$ cat config.mk
export PLATFORM = sky130hd
export DESIGN_NAME = salu_top
export DESIGN_NICKNAME = d
export VERILOG_FILES = /design/src/rtl/salu_pkg.sv /design/src/rtl/salu_core.sv /design/src/rtl/salu_parity.sv /design/src/rtl/salu_select.sv /design/src/rtl/salu_top.sv
export SDC_FILE = /design/constraint.sdc
export NUM_CORES = 1
export LEC_CHECK = 0
export BUFFER_PORTS_ARGS = -buffer_cell sky130_fd_sc_hd__clkbuf_2
export CAP_MARGIN = 20
export CORE_ASPECT_RATIO = 1.5
export CORE_MARGIN = 4
export CORE_UTILIZATION = 33
export DETAILED_ROUTE_END_ITERATION = 7
export PLACE_DENSITY = 0.49
export SYNTH_ARGS = -nofsm -noshare
export SYNTH_HDL_FRONTEND = slang
export SYNTH_HIERARCHICAL = 1
export SYNTH_SLANG_ARGS = --single-unit
$ cat constraint.sdc
create_clock -name clk -period 13.7 [get_ports clk]
set_input_delay 2.74 -clock clk [delete_from_list [all_inputs] [get_ports clk]]
set_output_delay 2.74 -clock clk [all_outputs]
set_load 0.02 [all_outputs]
$ cat src/rtl/salu_pkg.sv
package salu_pkg;
   localparam int OPW = 4;

   typedef enum logic [OPW-1:0] {
      OP_AND  = 4'd0,
      OP_NAND = 4'd1,
      OP_OR   = 4'd2,
      OP_NOR  = 4'd3,
      OP_XOR  = 4'd4,
      OP_XNOR = 4'd5,
      OP_ADD  = 4'd6,
      OP_SUB  = 4'd7,
      OP_SLL  = 4'd8,
      OP_SRL  = 4'd9,
      OP_SRA  = 4'd10
   } alu_op_e;
endpackage

$ cat src/rtl/salu_core.sv
module salu_core #(
   parameter int W = 32
) (
   input  logic [W-1:0]             a,
   input  logic [W-1:0]             b,
   input  logic [salu_pkg::OPW-1:0] op,
   output logic [W-1:0]             y
);
   import salu_pkg::*;
   localparam int SHW = $clog2(W);

   if (W < 2 || (1 << SHW) != W) begin : g_bad_width
      $error("salu_core: W must be a power of two, at least 2");
   end

   logic [SHW-1:0] amt;
   assign amt = b[SHW-1:0];

   always_comb begin
      case (alu_op_e'(op))
         OP_AND:  y = a & b;
         OP_NAND: y = ~(a & b);
         OP_OR:   y = a | b;
         OP_NOR:  y = ~(a | b);
         OP_XOR:  y = a ^ b;
         OP_XNOR: y = ~(a ^ b);
         OP_ADD:  y = a + b;
         OP_SUB:  y = a - b;
         OP_SLL:  y = a << amt;
         OP_SRL:  y = a >> amt;
         OP_SRA:  y = W'($signed(a) >>> amt);
         default: y = '0;
      endcase
   end
endmodule

$ cat src/rtl/salu_parity.sv
module salu_parity #(
   parameter int W     = 32,
   parameter int GROUP = 8
) (
   input  logic [W-1:0] d,
   output logic         p
);
   if (GROUP < 1 || (GROUP < W && (W % GROUP) != 0)) begin : g_bad_group
      $error("salu_parity: GROUP must divide W");
   end

   if (GROUP >= W) begin : g_flat
      assign p = ^d;
   end else begin : g_tree
      localparam int NG = W / GROUP;
      logic [NG-1:0] part;
      for (genvar g = 0; g < NG; g++) begin : g_grp
         assign part[g] = ^d[g*GROUP +: GROUP];
      end
      assign p = ^part;
   end
endmodule

$ cat src/rtl/salu_select.sv
module salu_select #(
   parameter int W = 32
) (
   input  logic         sel_ext,
   input  logic [W-1:0] int_res,
   input  logic [W-1:0] ext_res,
   output logic [W-1:0] y
);
   assign y = sel_ext ? ext_res : int_res;
endmodule

$ cat src/rtl/salu_top.sv
module salu_top #(
   parameter int W         = 32,
   parameter int PAR_GROUP = 8
) (
   input  logic                     clk,
   input  logic                     rst_n,
   input  logic [W-1:0]             op_a,
   input  logic [W-1:0]             op_b,
   input  logic                     a_par,
   input  logic                     b_par,
   input  logic [salu_pkg::OPW-1:0] opcode,
   input  logic                     use_spare,
   input  logic [W-1:0]             spare_res,
   input  logic [W-1:0]             inj_mask,
   output logic [W-1:0]             spare_a,
   output logic [W-1:0]             spare_b,
   output logic [salu_pkg::OPW-1:0] spare_op,
   output logic [W-1:0]             res_o,
   output logic                     err_o
);
   logic [W-1:0] pri_raw, pri_res, sha_res, sel_res;
   logic         p_pri, p_sha, p_a, p_b, err_next;

   // Export to the replacement unit, unconditionally
   assign spare_a  = op_a;
   assign spare_b  = op_b;
   assign spare_op = opcode;

   salu_core #(.W(W)) i_primary (.a(op_a), .b(op_b), .op(opcode), .y(pri_raw));
   salu_core #(.W(W)) i_shadow  (.a(op_a), .b(op_b), .op(opcode), .y(sha_res));

   assign pri_res = pri_raw ^ inj_mask;

   salu_parity #(.W(W), .GROUP(PAR_GROUP)) i_par_pri (.d(pri_res), .p(p_pri));
   salu_parity #(.W(W), .GROUP(PAR_GROUP)) i_par_sha (.d(sha_res), .p(p_sha));
   salu_parity #(.W(W), .GROUP(PAR_GROUP)) i_par_a   (.d(op_a),    .p(p_a));
   salu_parity #(.W(W), .GROUP(PAR_GROUP)) i_par_b   (.d(op_b),    .p(p_b));

   salu_select #(.W(W)) i_sel (
      .sel_ext (use_spare),
      .int_res (pri_res),
      .ext_res (spare_res),
      .y       (sel_res)
   );

   assign err_next = !use_spare && ((p_pri ^ p_sha) || (p_a ^ a_par) || (p_b ^ b_par));

   always_ff @(posedge clk) begin
      if (!rst_n) begin
         res_o <= '0;
         err_o <= 1'b0;
      end else begin
         res_o <= sel_res;
         err_o <= err_next;
      end
   end
endmodule

* After elaboration in Yosys (flattened, before gate mapping)
Cells that the tools add are included.
** Word-level totals
- Logic and storage cells :: 54
- Memories :: 0
- Bits in latches :: 0
- Bits in read-only memories :: 0
- Register bits :: 33
- Bits in writable memories :: 0
** Operators by class
- $mul :: 0
- Order comparisons :: 0
- Divide/modulo/power cells :: 0
- Equal/unequal tests :: 10
- Mux-type cells :: 2
- Shifts and indexed selects :: 3
- Add/subtract/negate cells :: 2
- Reduce and logical (&&, ||, !) cells :: 25
- Bitwise gates (word level) :: 10
** Operators by type and width (count)
- case mux 32 bit (11 select lines) :: 1
- parity 8 bit :: 16
- NOT 32 bit :: 3
- bitwise XOR 32 bit :: 2
- adder 32 bit :: 1
- bitwise AND 32 bit :: 1
- 2-to-1 mux 32 bit :: 1
- OR 32 bit :: 1
- left shift 32 x 5 -> 32 bit :: 1
- right shift 32 x 5 -> 32 bit :: 1
- >>> shifter 32 x 5 -> 32 bit :: 1
- subtractor 32 bit :: 1
- equality test 4 x 3 -> 1 bit (second input constant) :: 4
- parity 4 bit :: 4
- equality test 4 bit (second input constant) :: 3
- equality test 4 x 2 -> 1 bit (second input constant) :: 2
- equality test 4 x 1 -> 1 bit (second input constant) :: 1
- zero test 4 bit :: 1
- bitwise XOR 1 bit :: 3
- logical OR 1 bit :: 2
- logical AND 1 bit :: 1
- zero test 1 bit :: 1

* Logic depth before layout (Yosys ltp)
Gate-level depths: netlist (run 1).
- Word-level depth :: 10
- Depth in mapped cells :: 29
- Gate-level depth less buffers :: 26

* Hierarchy
Netlist (run 1), hierarchy kept.
** Modules (own cells, without submodules)
- salu_core (i_shadow) :: cells an instance 1248, times used 1, area an instance 8903.5 µm², seq. area each 0.0 µm²
- salu_core (i_primary) :: cells an instance 1265, times used 1, area an instance 8558.2 µm², seq. area each 0.0 µm²
- salu_top :: cells an instance 173, times used 1, area an instance 1705.4 µm², seq. area each 660.6 µm²
- salu_parity :: cells an instance 31, times used 4, area an instance 271.5 µm², seq. area each 0.0 µm²
- salu_select :: cells an instance 36, times used 1, area an instance 544.3 µm², seq. area each 0.0 µm²

* Worst setup path after synthesis (run 1)
OpenSTA, ideal clock, no wires.
- Path kind :: input to register
- Start point :: input port op_b[0]
- End point :: register err_o
- Setup time :: 0.091 ns
- Path buffers :: 4
- Required time :: 13.609 ns
- Setup slack :: 6.014 ns
- Arrival time :: 7.595 ns
- Stages on the path :: 29
- Cell sequence :: buf_6 > inv_1 > buf_2 > buf_2 > ha_1 > nand2_1 > nor3_1 > nand3_1 > nor4_4 > inv_1 > o21ai_0 > xnor2_1 > ha_1 > clkbuf_1 > a21o_1 > a21o_1 > a21o_1 > a21o_1 > a21o_1 > a22oi_1 > mux2_2 > o211ai_1 > xnor2_1 > xnor2_1 > xnor2_1 > xnor2_1 > xnor2_1 > xnor2_1 > a311oi_1
** On the way
- Elaborated cells on any way between the ends :: 30
- Classes of those cells :: add/sub: 2; shift: 3; mux: 1; bitwise: 9; reduce/logical: 15
** RTL lines
- start, declared :: line salu_top.sv:8 : input logic [W-1:0] op_b,
- subtractor 32 bit, or another cell as far along :: line salu_core.sv:28 : OP_SUB: y = a - b;
- case mux 32 bit (11 select lines) (*) :: line salu_core.sv:20 : case (alu_op_e'(op))
- named net sha_res[29] :: line salu_top.sv:21 : logic [W-1:0] pri_raw, pri_res, sha_res, sel_res;
- parity 8 bit (*) :: line salu_parity.sv:18 : assign part[g] = ^d[g*GROUP +: GROUP];
- parity 4 bit (*) :: line salu_parity.sv:20 : assign p = ^part;
- named net p_sha :: line salu_top.sv:22 : logic p_pri, p_sha, p_a, p_b, err_next;
- bitwise XOR 1 bit (*) :: line salu_top.sv:46 : assign err_next = !use_spare && ((p_pri ^ p_sha) || (p_a ^ a_par) || (p_b ^ b_par));
- logical OR 1 bit (*) (2 in series) :: line salu_top.sv:46
- logical AND 1 bit (*) :: line salu_top.sv:46
- end signal, assigned :: line salu_top.sv:54 : err_o <= err_next;
- end, declared :: line salu_top.sv:19 : output logic err_o
Mark *: on every way through the listed nets, which the timed path passes. The rest lies on a longest branch.
A chain may end at the register's enable or synchronous reset.

* Worst setup path after layout (run 1)
- Start point :: input port opcode[3] (netlist name)
- End point :: register err_o
** On the way
- Elaborated cells on any way between the ends :: 27
- Classes of those cells :: eq/ne: 10; mux: 1; bitwise: 2; reduce/logical: 14
** RTL lines
- start, declared :: line salu_top.sv:11 : input logic [salu_pkg::OPW-1:0] opcode,
- equality test 4 bit, or another cell as far along :: line salu_core.sv:20
- case mux 32 bit (11 select lines) (*) :: line salu_core.sv:20
- named net sha_res[29] :: line salu_top.sv:21
- parity 8 bit (*) :: line salu_parity.sv:18
- parity 4 bit (*) :: line salu_parity.sv:20
- named net p_sha :: line salu_top.sv:22
- bitwise XOR 1 bit (*) :: line salu_top.sv:46
- logical OR 1 bit (*) (2 in series) :: line salu_top.sv:46
- logical AND 1 bit (*) :: line salu_top.sv:46
Marked as above.

==> run_results.csv, run 1 <==
group,metric,value,unit
power,fraction_of_power_consumed_by_the_clock_network,8.3,%
sta,timing.max_slew.rel_slack,14.4,%
place,placed_cells,3674,
synth,yosys.area.top_type_share,12.4,%
synth,synth.most_common_cell,"sky130_fd_sc_hd__xnor2_1",
worst_setup_path,critPathMaxStageDelay,0.78,ns
synth,yosys_register_bits,33,
global_routing,initial_antenna_violation_count,3,
layout,final_layout_size_suffix_gt1_share,15.1,%
die,die_height,315,um
power,leakage_power_of_the_design,9.71,nW
sta,post-route-period-util,68.6,%
sta,finalHoldWorstSlack,2.79,ns
layout,multi_input_comb_area,0.0180,mm2
layout,syn_to_final_growth,6.59,%
worst_setup_path,worst_path_max_delay_cell,"sky130_fd_sc_hd__and3_1",
worst_setup_path,worst-path-max-fanout,31,
die,chipWidth,213,um
hold_path,timing.hold.worst.class,"primary input to flip-flop",
sta,min_tclk_post_route,9.40,ns
drt,number_of_vias_in_the_routed_layout,22700,
power,seq_power_share,7.0,%
global_routing,first_pass_grt_wire_length,161000,um
place,place_ws,4.08,ns
global_routing,globalRouteMet2Util,58.0,%
power,total_power,1.57,mW
worst_setup_path,path_class,"primary input to flip-flop",
drt,finalWirelength,114000,um
cts,ctsHoldBuffers,0,
sta,final_critical_path_setup_slack,4.30,ns
global_routing,grt_usage,32.7,%
power,total_switching_power,0.866,mW
layout,final_net_count,3217,
worst_setup_path,critPathArrivalTime,9.58,ns
sta,unrepaired_setup_endpoints_after_global_routing,"false",
cts,cts_repair_resize_count,0,
cts,root_buffer,"sky130_fd_sc_hd__clkbuf_16",
power,max-vdd-ir-drop,0.0978,mV
drt,drt-vias-per-instance,6.15,
worst_setup_path,worst_setup_ep,"err_o",
layout,fin_cells,3684,
sta,max_freq,106,MHz
worst_setup_path,crit_path_start_kind,"primary input",
drt,detail_route.iter0.violations,2041,
synth,synth_seq_area_share,3.18,%
cts,clock-sinks,33,
layout,final_core_utilization,35.5,%
synth,synth_nets,3179,
synth,synth_top_cell_by_area,"sky130_fd_sc_hd__xnor2_1",
power,power.internal,0.705,mW
sta,fin_setup_tns,0,ns
global_routing,top_usage_layer,"met2",
sta,setup_viol,0,
sta,drv_slew,0,
global_routing,met3_usage,2.40,%
global_routing,largest_net_degree_at_the_start_of_global_routing,110,
cts,cts_tree,"done",
layout,filler_cell_count,6702,
sta,worst_pin_slew,1.27,ns
synth,netlist_top_cells_count,"sky130_fd_sc_hd__xnor2_1 (294), sky130_fd_sc_hd__nor2_1 (231), sky130_fd_sc_hd__nand2_1 (218)",
place,number_of_port_buffers,237,
drt,detail_route.wl_per_cell,31.0,um
die,die_area,0.0672,mm2
global_routing,grt_remaining_overflow,0,
power,power.share.combinational,84.7,%
synth,postSynth.asyncResetShare,0,%
layout,area.sequential,661,um2
worst_setup_path,end_kind,"flip-flop",
synth,synth_ff_type,"sky130_fd_sc_hd__dfxtp_1",
cts,cts_max_level,2,
job,maxCapViolations,0,
run_status,status,"completed",
synth,leading_cell_types_by_total_area_after_synthesis,"sky130_fd_sc_hd__xnor2_1 (12%), sky130_fd_sc_hd__ha_1 (12%), sky130_fd_sc_hd__mux2i_1 (8.2%)",
place,place_hpwl,87200,um
place,placed_area,0.0220,mm2
worst_setup_path,cp_data_required_time,13.88,ns
synth,synthesis.yosys.warnings,6,
sta,finalHoldViolations,0,
cts,cts_buffer_depth,2,
synth,synth.avg_cell_area,7.31,um2
die,boundaryPins,238,
die,placementRows,112,
die,floorplan.initialDensity,33.4,%
drt,drt.antenna.violating_nets,0,
worst_setup_path,timing.critical_path.mode_cell,"sky130_fd_sc_hd__xnor2_1",
drt,firstDrtPassIters,7,
global_routing,grt_pass1_vias,22300,
synth,netlist_area_pre_place,0.0208,mm2
power,swShare,55.1,%
cts,cts_made_buffers,5,
die,core_area,0.0624,mm2
synth,synth_edf_count,0,
layout,final_cell_area,0.0222,mm2
synth,synthCells,2846,
synth,netlist-cell-type-count,101,
place,gp_congestion,1.01,
global_routing,global_routing_usage_on_met1,34.8,%
power,power.density,70.9,mW/mm2
cts,clk_transition_reported_paths,0.05,ns
cts,postCtsSetupRepairBufs,0,
worst_setup_path,crit_path_start,"opcode[3]",
worst_setup_path,cp_cell_sequence,"clkbuf_2 > buf_4 > inv_1 > buf_4 > and3_1 > nand2_1 > o21ai_0 > inv_1 > ha_1 > nand2b_1 > a21oi_1 > o31ai_1 > o2bb2ai_1 > o21ai_1 > a22oi_1 > mux2_2 > o211ai_1 > xnor2_1 > xnor2_1 > xnor2_1 > xnor2_1 > xnor2_1 > xnor2_1 > a311oi_1",
drt,detail_route.drc_violations,0,
[cells in the final DEF (no fill, tap or decap), drive strengths merged, types with 39 or more instances in the layout]
| cell type | n |
|---|---|
| a21oi | 177 |
| and2 | 47 |
| buf | 58 |
| clkbuf | 236 |
| ha | 194 |
| inv | 192 |
| mux2 | 60 |
| mux2i | 171 |
| mux4 | 52 |
| nand2 | 219 |
| nor2 | 234 |
| o211ai | 39 |
| o21ai | 218 |
| o22ai | 64 |
| xnor2 | 294 |
| xor2 | 77 |
[power groups by stage]
stage / clock network, mW / logic [mW] / registers (mW)
after floorplan: 0 / 0.879 / 0.126
after global placement: 0 / 1.31 / 0.112
after detailed placement: 0 / 1.32 / 0.112
after CTS: 0.133 / 1.32 / 0.110
after global routing: 0.137 / 1.42 / 0.111
final: 0.130 / 1.33 / 0.110
[sequential cells by signal (all words and copies together) (netlist names)]
name and cells:
res_o 32, err_o 1
[worst min-delay path by stage]
stage | from | endpoint | depth (start not counted)
2_1_floorplan | use_spare | err_o | 1
4_1_cts | spare_res[3] | res_o[3] | 3
3_3_place_gp | spare_res[16] | res_o[16] | 3
6_report | spare_res[5] | res_o[5] | 3
3_5_place_dp | spare_res[3] | res_o[3] | 3
5_1_grt | spare_res[26] | res_o[26] | 3
[layout make-up]
type | instances | area share [%]
Clock buffer | 6 | 0.626
Sequential cell | 33 | 2.98
Timing Repair Buffer | 289 | 7.29
Antenna cell | 1 | 0.0113
Multi-Input combinational cell | 2361 | 81.1
Tap cell | 798 | 4.50
Inverter | 194 | 3.28
Clock inverter | 2 | 0.169
[cells by family after synthesis]
logic type	synth area share (%)
AO/OA/AOI/OAI	25.6
AND/OR/NAND/NOR	15.6
buffers and inverters	10.4
XOR/XNOR	15.6
multiplexers	17.8
adder cells (fa/ha/maj)	11.9
flip-flops	3.18
[worst max-delay path: cells and delay by family]
family                     cells  cell delay [ns]
buffers and inverters          5             0.86
adders and majority gates      1             0.28
muxes                          1             0.35
and+or+nand+nor                3             1.62
AOI/OAI and AO/OA              8             2.47
xor gates and xnor gates       6             1.22
[metal layers]
metal / part of all wire [%] / vias up / wire length (um)
met4: 11 / 2 / 12400
met5: 0.014 / - / 16
met1: 35 / 11000 / 39700
met2: 49 / 1098 / 56400
met3: 4.9 / 345 / 5640
li1: - / 10200 / -
Power figures use the tool's default switching activity.
==> inputs of run 2 (changes only) <==
--- a/config.mk
+++ b/config.mk
@@ -5,6 +5,7 @@
 export SDC_FILE = /design/constraint.sdc
 export NUM_CORES = 1
 export LEC_CHECK = 0
+export ABC_AREA = 1
 export BUFFER_PORTS_ARGS = -buffer_cell sky130_fd_sc_hd__clkbuf_2
 export CAP_MARGIN = 20
 export CORE_ASPECT_RATIO = 1.5
==> constraint.sdc (replaced) <==
create_clock -name clk -period 9.43 [get_ports clk]
set_input_delay 1.886 -clock clk [delete_from_list [all_inputs] [get_ports clk]]
set_output_delay 1.886 -clock clk [all_outputs]
set_load 0.02 [all_outputs]
==> run_results.csv, run 2 <==
group,metric,value,unit
sta,max_freq,144,MHz
cts,postCtsSetupRepairBufs,0,
layout,filler_cell_count,8567,
synth,synthCells,4947,
synth,leading_cell_types_by_total_area_after_synthesis,"sky130_fd_sc_hd__nand2_1 (33%), sky130_fd_sc_hd__nand3_1 (14%), sky130_fd_sc_hd__ha_1 (10%)",
cts,cts_tree,"done",
worst_setup_path,critPathMaxStageDelay,0.42,ns
power,swShare,62.5,%
layout,most-common-layout-cells,"sky130_fd_sc_hd__nand2_1 (2127), sky130_fd_sc_hd__nand3_1 (676), sky130_fd_sc_hd__inv_1 (561)",
synth,synth_nets,5280,
power,seq_power_share,7.4,%
power,total_switching_power,1.31,mW
worst_setup_path,worst-path-max-fanout,21,
synth,yosys_register_bits,33,
drt,drt.antenna.violating_nets,0,
synth,synth_edf_count,0,
layout,final_layout_size_suffix_gt1_share,7.57,%
layout,syn_to_final_growth,5.55,%
power,max-vdd-ir-drop,0.0652,mV
power,leakage_power_of_the_design,15.1,nW
run_status,status,"completed",
place,gp_congestion,1.05,
synth,synth.avg_cell_area,4.90,um2
synth,synth.most_common_cell,"sky130_fd_sc_hd__nand2_1",
cts,clock-sinks,33,
worst_setup_path,timing.critical_path.mode_cell,"sky130_fd_sc_hd__nand2_1",
sta,timing.max_slew.rel_slack,32.6,%
synth,netlist_top_cells_count,"sky130_fd_sc_hd__nand2_1 (2127), sky130_fd_sc_hd__nand3_1 (676), sky130_fd_sc_hd__inv_1 (561)",
sta,min_tclk_post_route,6.95,ns
synth,synth_top_cell_by_area,"sky130_fd_sc_hd__nand2_1",
job,maxCapViolations,0,
die,core_area,0.0727,mm2
layout,multi_input_comb_area,0.0199,mm2
drt,detail_route.drc_violations,0,
sta,fin_setup_tns,0,ns
power,fraction_of_power_consumed_by_the_clock_network,9.0,%
die,floorplan.initialDensity,33.4,%
hold_path,timing.hold.worst.class,"primary input to flip-flop",
worst_setup_path,worst_path_max_delay_cell,"sky130_fd_sc_hd__ha_1",
sta,drv_slew,0,
power,power.internal,0.787,mW
drt,detail_route.iter0.violations,2709,
layout,mostFrequentLayoutCell,"sky130_fd_sc_hd__nand2_1",
place,place_hpwl,99900,um
die,placementRows,121,
cts,cts_repair_resize_count,0,
global_routing,initial_antenna_violation_count,0,
synth,netlist-cell-type-count,54,
global_routing,grt_pass1_vias,30100,
drt,firstDrtPassIters,8,
power,power.share.combinational,83.6,%
drt,number_of_vias_in_the_routed_layout,32000,
worst_setup_path,cp_data_required_time,9.61,ns
die,die_area,0.0780,mm2
cts,root_buffer,"sky130_fd_sc_hd__clkbuf_16",
place,number_of_port_buffers,237,
worst_setup_path,end_kind,"flip-flop",
global_routing,first_pass_grt_wire_length,186000,um
sta,worst_pin_slew,1.01,ns
sta,unrepaired_setup_endpoints_after_global_routing,"false",
worst_setup_path,critPathArrivalTime,7.13,ns
layout,area.sequential,661,um2
global_routing,grt_usage,31.0,%
power,power.density,82.0,mW/mm2
cts,ctsHoldBuffers,0,
die,boundaryPins,238,
cts,clk_transition_reported_paths,0.05,ns
sta,setup_viol,0,
synth,synthesis.yosys.warnings,6,
synth,postSynth.asyncResetShare,0,%
synth,synth_seq_area_share,2.72,%
layout,final_cell_area,0.0256,mm2
cts,cts_made_buffers,5,
synth,netlist_area_pre_place,0.0243,mm2
drt,detail_route.wl_per_cell,21.4,um
drt,drt-vias-per-instance,5.40,
layout,largest_register,"res_o",
sta,finalHoldViolations,0,
cts,cts_max_level,2,
synth,yosys.area.top_type_share,32.9,%
place,placed_area,0.0254,mm2
die,chipWidth,229,um
layout,final_net_count,5336,
drt,finalWirelength,127000,um
die,die_height,340,um
worst_setup_path,crit_path_start_kind,"primary input",
cts,cts_buffer_depth,2,
layout,top_regs,"res_o (32), err_o (1)",
worst_setup_path,path_class,"primary input to flip-flop",
sta,post-route-period-util,73.7,%
global_routing,grt_remaining_overflow,0,
layout,largest_reg_flops,32,
synth,synth_ff_type,"sky130_fd_sc_hd__dfxtp_1",
power,total_power,2.10,mW
layout,final_core_utilization,35.2,%
global_routing,largest_net_degree_at_the_start_of_global_routing,74,
-- run 2: cell types whose count changed in the layout (fill, tap and decap cells not counted), moves of 34 or more --
cell	change
sky130_fd_sc_hd__inv_1	+373
sky130_fd_sc_hd__o22ai_1	-57
sky130_fd_sc_hd__a21o_1	-37
sky130_fd_sc_hd__nor2_1	+62
sky130_fd_sc_hd__o21ai_1	-50
sky130_fd_sc_hd__mux4_2	-45
sky130_fd_sc_hd__mux2i_1	-171
sky130_fd_sc_hd__o21ai_0	+97
sky130_fd_sc_hd__a211oi_1	-34
sky130_fd_sc_hd__nor3_1	+34
sky130_fd_sc_hd__nand3_1	+639
sky130_fd_sc_hd__nand2_1	+1909
sky130_fd_sc_hd__xnor2_1	-284
-- run 2: cell type report --
class | instances | area share (%)
clock inverter | 1 | 0.117
inverter | 577 | 8.52
sequential | 33 | 2.58
clock buffer | 7 | 0.557
tap | 922 | 4.51
timing repair buffer | 277 | 5.86
multi-input combinational | 4109 | 77.9
antenna | 1 | 0.00977
-- run 2: stage by stage --
| stage | setup slack, ns | std cells | hold WS, ns |
|---|---|---|---|
| floorplan | 3.67 | 4947 | 2.03 |
| global placement | 2.33 | 5916 | 2.17 |
| detailed placement | 2.32 | 5917 | 2.17 |
| CTS | 2.60 | 5925 | 1.87 |
| global route | 2.06 | 5926 | 1.91 |
| finish | 2.48 | 5927 | 1.88 |
-- run 2: layer usage --
layer | track usage, % | wire (um)
met3 | 2.34 | 7120
met2 | 54.5 | 60200
met4 | 27.1 | 13800
met5 | 0 | 0
met1 | 33.4 | 45900
-- run 2: cells by family after synthesis --
group,count (synthesis),synth area share (%)
compound gates,486,10.8
xor+xnor,103,3.72
fa+ha+maj,196,10.2
buf+inv,805,15.1
flops,33,2.72
simple gates,3324,57.5
-- run 2: critical path: cells and delay by family --
family | cells | cell delay [ns]
adders and majority gates | 1 | 0.42
buffers and inverters | 4 | 0.65
and+or+nand+nor | 27 | 4.03
xor gates and xnor gates | 1 | 0.08
-- run 2: power groups by stage --
stage	sequential (mW)	clock, mW	combinational, mW
finish	0.156	0.189	1.76
global placement	0.159	0	1.72
global route	0.158	0.204	1.95
CTS	0.156	0.194	1.73
floorplan	0.176	0	1.17
detailed placement	0.159	0	1.72
-- run 2: worst paths after layout --
path,slack (ns),to,cells past startpoint,from
hold / removal,1.88,res_o[16],5,spare_res[16]
setup / recovery,2.48,err_o,33,op_b[0]
